**src/rtl/wdog_pkg.sv**
```systemverilog
package wdog_pkg;
  localparam int unsigned KEY_W = 5;
  localparam logic [KEY_W-1:0] SVC_KEY = 5'b01100;

  typedef struct packed {
    logic [1:0]       sel;
    logic [KEY_W-1:0] key;
    logic             clkmon;
  } svc_word_t;
endpackage

```
**src/rtl/wdog_tick_cnt.sv**
```systemverilog
module wdog_tick_cnt #(
  parameter int unsigned CNT_W = 16
) (
  input  logic             clk_i,
  input  logic             rst_ni,
  input  logic             tick_i,
  input  logic             clr_i,
  output logic [CNT_W-1:0] cnt_o
);
  logic [CNT_W-1:0] cnt_q;

  always_ff @(posedge clk_i or negedge rst_ni) begin
    if (!rst_ni)     cnt_q <= '0;
    else if (clr_i)  cnt_q <= '0;
    else if (tick_i) cnt_q <= cnt_q + 1'b1;
  end

  assign cnt_o = cnt_q;

  AST_HOLD_NO_TICK: assert property (@(posedge clk_i) disable iff (!rst_ni)
    (!tick_i && !clr_i) |=> $stable(cnt_q));
endmodule

```
**src/rtl/wdog_svc_decode.sv**
```systemverilog
module wdog_svc_decode
  import wdog_pkg::*;
(
  input  logic [7:0] wdata_i,
  output logic       key_ok_o,
  output logic [1:0] sel_o,
  output logic       clkmon_o
);
  svc_word_t word;

  assign word     = svc_word_t'(wdata_i);
  assign key_ok_o = (word.key == SVC_KEY);
  assign sel_o    = word.sel;
  assign clkmon_o = word.clkmon;
endmodule

```
**src/rtl/wdog_window.sv**
```systemverilog
module wdog_window #(
  parameter int unsigned LOWER_TICKS = 2048,
  parameter int unsigned UPPER_BASE  = 8192,
  parameter int unsigned CNT_W       = 16
) (
  input  logic [CNT_W-1:0] cnt_i,
  input  logic [1:0]       sel_i,
  input  logic             armed_i,
  input  logic             tick_i,
  output logic             early_o,
  output logic             last_tick_o,
  output logic [CNT_W-1:0] lim_m1_o
);
  localparam logic [CNT_W-1:0] LOWER_C = CNT_W'(LOWER_TICKS);

  logic [CNT_W-1:0] lim_m1 [4];

  // one limit per select value, each double the previous
  for (genvar g = 0; g < 4; g++) begin : g_lim
    assign lim_m1[g] = CNT_W'((UPPER_BASE << g) - 1);
  end

  assign lim_m1_o    = lim_m1[sel_i];
  assign early_o     = armed_i && (cnt_i < LOWER_C);
  assign last_tick_o = tick_i && (cnt_i == lim_m1_o);
endmodule

```
**src/rtl/keyed_wdog.sv**
```systemverilog
module keyed_wdog
  import wdog_pkg::*;
#(
  parameter int unsigned LOWER_TICKS = 2048,
  parameter int unsigned UPPER_BASE  = 8192
) (
  input  logic       clk_i,
  input  logic       rst_ni,
  input  logic       tick_i,
  input  logic       wr_i,
  input  logic [7:0] wdata_i,
  output logic       err_o,
  output logic [1:0] win_sel_o,
  output logic       clkmon_o
);
  localparam int unsigned CNT_W = $clog2(UPPER_BASE * 8);

  logic [CNT_W-1:0] cnt, lim_m1;
  logic             key_ok, wr_clkmon, early, last_tick;
  logic [1:0]       wr_sel;
  logic             svc_ok, fault, restart;
  logic             err_q, clkmon_q, armed_q;
  logic [1:0]       sel_q;

  wdog_svc_decode u_dec (
    .wdata_i (wdata_i),
    .key_ok_o(key_ok),
    .sel_o   (wr_sel),
    .clkmon_o(wr_clkmon)
  );

  wdog_window #(
    .LOWER_TICKS(LOWER_TICKS),
    .UPPER_BASE (UPPER_BASE),
    .CNT_W      (CNT_W)
  ) u_win (
    .cnt_i      (cnt),
    .sel_i      (sel_q),
    .armed_i    (armed_q),
    .tick_i     (tick_i),
    .early_o    (early),
    .last_tick_o(last_tick),
    .lim_m1_o   (lim_m1)
  );

  wdog_tick_cnt #(.CNT_W(CNT_W)) u_cnt (
    .clk_i (clk_i),
    .rst_ni(rst_ni),
    .tick_i(tick_i),
    .clr_i (restart),
    .cnt_o (cnt)
  );

  assign svc_ok  = wr_i && key_ok && !early;
  // a good service beats an expiring tick in the same cycle
  assign fault   = (wr_i && !svc_ok) || (last_tick && !svc_ok);
  assign restart = svc_ok || last_tick;

  always_ff @(posedge clk_i or negedge rst_ni) begin
    if (!rst_ni) begin
      err_q    <= 1'b0;
      sel_q    <= 2'b11;
      clkmon_q <= 1'b0;
      armed_q  <= 1'b0;
    end else begin
      err_q <= fault;
      if (svc_ok) begin
        sel_q    <= wr_sel;
        clkmon_q <= wr_clkmon;
        armed_q  <= 1'b1;
      end
    end
  end

  assign err_o     = err_q;
  assign win_sel_o = sel_q;
  assign clkmon_o  = clkmon_q;

  AST_BAD_KEY_FAULT: assert property (@(posedge clk_i) disable iff (!rst_ni)
    (wr_i && (wdata_i[5:1] != SVC_KEY)) |=> err_o);
  AST_EARLY_FAULT: assert property (@(posedge clk_i) disable iff (!rst_ni)
    (wr_i && armed_q && (cnt < CNT_W'(LOWER_TICKS))) |=> err_o);
  AST_CNT_IN_WINDOW: assert property (@(posedge clk_i) disable iff (!rst_ni)
    cnt <= lim_m1);
  AST_SEL_HOLD_NO_WR: assert property (@(posedge clk_i) disable iff (!rst_ni)
    !wr_i |=> $stable(win_sel_o));
  AST_FAULT_NO_LATCH: assert property (@(posedge clk_i) disable iff (!rst_ni)
    err_o |-> ($stable(win_sel_o) && $stable(clkmon_o)));
endmodule

```
**config.mk**
```make
export PLATFORM = sky130hd
export DESIGN_NAME = keyed_wdog
export DESIGN_NICKNAME = d
export VERILOG_FILES = /design/src/rtl/wdog_pkg.sv /design/src/rtl/wdog_tick_cnt.sv /design/src/rtl/wdog_svc_decode.sv /design/src/rtl/wdog_window.sv /design/src/rtl/keyed_wdog.sv
export SDC_FILE = /design/constraint.sdc
export NUM_CORES = 1
export LEC_CHECK = 0
export BUFFER_PORTS_ARGS = -buffer_cell sky130_fd_sc_hd__buf_2
export CORE_ASPECT_RATIO = 1.25
export CORE_MARGIN = 8
export CORE_UTILIZATION = 33
export DETAILED_ROUTE_END_ITERATION = 8
export SYNTH_ARGS = -nofsm -noshare
export SYNTH_HDL_FRONTEND = slang
export SYNTH_SLANG_ARGS = --single-unit
export TNS_END_PERCENT = 10
```
**constraint.sdc**
```tcl
create_clock -name clk_i -period 1.6 [get_ports clk_i]
set_input_delay 0.24 -clock clk_i [delete_from_list [all_inputs] [get_ports clk_i]]
set_output_delay 0.24 -clock clk_i [all_outputs]
set_load 0.05 [all_outputs]
```
==> results.toml <==
[sta]
postLayoutSetupSlackWorst_ps = -140
relSlewSlack = 0.683
tns_ps = -1790
fin_crit_sh = 1.09
setup_viol_count_final = 14
period_needed_ps = 1740
hold_violations = 0
rsz0062_at_grt = "true"
holdWs_ps = 212
clock.fmax_mhz = 575
tightest_slew_ps = 475
fin_worst_skew_ps = 2.71
final_max_slew_viol_count = 0

[worst_setup_path]
path_max_fanout = 12
critPathKind = "flip-flop to flip-flop"
rr_startpoint = "win_sel_o[0]$_DFFE_PN1P_"
crit_arrival_ps = 1890
cpMaxStageDelayCell = "dfstp_2"
cp.required_ps = 1750
cp-startpoint = "win_sel_o[0]$_DFFE_PN1P_"
worstPathCellList = "nor4b_4 > a2bb2oi_2 > buf_4 > a2111oi_4 > buf_6 > nor3_1"
worstSetupStartpointType = "flip-flop"
endpoint_kind = "flip-flop"
max_stage_delay_ps = 550

[yosys]
synth.avg_cell_area_um2 = 10.3
synth_top_cell_area_share = 0.418
yosysUniqueCellTypes = 33
synth_nets = 123
ys_top_cells_by_area = "dfrtp_1, nor3_1, xnor2_1"
synthCells = 110
ys_warn_count = 0
yosysSeqAreaShare = 0.464
ys_ff_latch = 21
synth_area_um2 = 1140
yosys.area.top_type = "dfrtp_1"

[placed_design]
portBuffers = 15
dp_slack_ps = -216
place.gp.congestion = 0.792
dp_hpwl_mm = 2.05

[clock_network]
cts_num_sinks = 21
clockBufferDepth = 2
cts_buffers = 3
cts_root_buffer = "clkbuf_8"
clk_latency_ps = 260
cts_tree = "built"
htree_levels = 1
clk_pin_slew_ps = 80

[grt]
grtUsageTotal = 0.0998
grt_overflow_total = 0
grt_pass1_vias = 990
grt_antenna_before_repair = 0
grt_max_degree = 22
grt_pass1_wl_mm = 4.31

[floorplanning]
chipHeight_um = 81.6
io_pins = 16
die-area_um2 = 5590
core_um2 = 3390
rows = 24
initial_core_util = 0.335
die_w_um = 68.5

[power]
irDropWorstVdd_mv = 0.703
cellPowerDensity_nw_per_um2 = 1140
p_leak_uw = 0.000653

[detailed_routing]
dr_total_vias = 933
drtAntennaViolNets = 0
wl_mm = 2.56
drtPass1Iterations = 4
wl_per_cell_um = 13.5
avgViaCountPerCell = 4.94
dr.first_iter.drc_count = 18
drc = 0

[flow_run]
drv_cap = 0

[cells_and_area]
area_delta_synth_final_pct = 32.2
fill_cells = 341
mostFrequentLayoutCells = "buf_4, dfrtp_1, nor3_1, buf_2, xnor2_1"
fin_nets = 164
ff_latch_area_um2 = 528
final_layout_size_suffix_gt1_frac = 0.400
n_antenna_cell = 0
multi_input_area_um2 = 589
final_common_cell = "buf_4"

[hold_path]
hold_start = "wdata_i[6]"
hold_path_class = "input port to flip-flop"

[outcome]
outcome = "finished, violations left"
violations = "setup timing"
## layer usage
metal | share of wire | global-route usage
met5 | 0 | 0
met4 | 0.011 | 0.0308
met3 | 0.018 | 0.0177
met2 | 0.58 | 0.190
met1 | 0.39 | 0.106
## final cells by class
type                       instances  area share
multi-input combinational         81       0.392
sequential                        21       0.351
timing repair buffer              42       0.189
tap                               39      0.0324
clock buffer                       3      0.0275
inverter                           2     0.00499
clock inverter                     1     0.00333
## Yosys cell counts, drive strengths merged
master   instances
nor4             2
a2111oi          1
nor3            18
a31oi            1
nor4b            1
ha               1
a2bb2oi          1
nand4b           1
xnor2            9
mux2             3
a211oi           1
a21bo            2
nand4            8
or2              2
xor2             5
dfrtp           19
dfstp            2
inv              2
nand3            4
mux2i            1
nand2b           1
a31o             1
clkbuf           3
and3             1
nor2             7
or3              1
buf              3
nand2            7
a21oi            2
## critical path: cells and delay by family (launching register included)
family | cells | cell delay, ps
and+or+nand+nor | 2 | 310
buffers and inverters | 2 | 350
AOI/OAI and AO/OA | 2 | 410
DFF | 1 | 550
## registers in the layout, summed over array words and instances, names as in the netlist
register / count
u_cnt.cnt_o: 16
win_sel_o: 2
armed_q: 1
clkmon_o: 1
err_o: 1
## path summary, 6_finish.rpt
check | end | slack [ps] | cells past startpoint
max | u_cnt.cnt_o[3]$_DFFE_PN0P_ | -140 | 6
min | win_sel_o[0]$_DFFE_PN1P_ | 210 | 2
max reg2reg | u_cnt.cnt_o[3]$_DFFE_PN0P_ | -140 | 6
min reg2reg | armed_q$_DFFE_PN0P_ | 470 | 1
max in group asynchronous | win_sel_o[0]$_DFFE_PN1P_ | 790 | 2
min in group asynchronous | u_cnt.cnt_o[0]$_DFFE_PN0P_ | 460 | 2
## cells by family after synthesis
group,synth area share
and+or+nand+nor,0.265
AOI/OAI and AO/OA,0.0781
muxes,0.0385
adders and majority gates,0.0110
buffers and inverters,0.0352
DFF,0.464
xor gates and xnor gates,0.108
## power breakdown
part	switching [µW]	internal, µW
registers	87.9	646
logic	318	308
clock network	174	173
## stage by stage
step | total power [µW] | utilization | instance area (µm²) | cells
2_1_floorplan | 1080 | - | 1140 | 110
3_3_place_gp | 1330 | 0.420 | 1420 | 184
3_5_place_dp | 1350 | 0.420 | 1420 | 184
4_1_cts | 1720 | 0.442 | 1500 | 189
5_1_grt | 1820 | 0.443 | 1500 | 189
6_report | 1710 | 0.443 | 1500 | 189
## timing repair
action | CTS | global route
hold endpoints to repair | 19 | 0
hold buffers | 1 | 0
pin swaps | 0 | 2
setup endpoints to repair | 14 | 15
buffers inserted | 0 | 0
resized for setup | 3 | 1
Power figures use the tool's default switching activity.
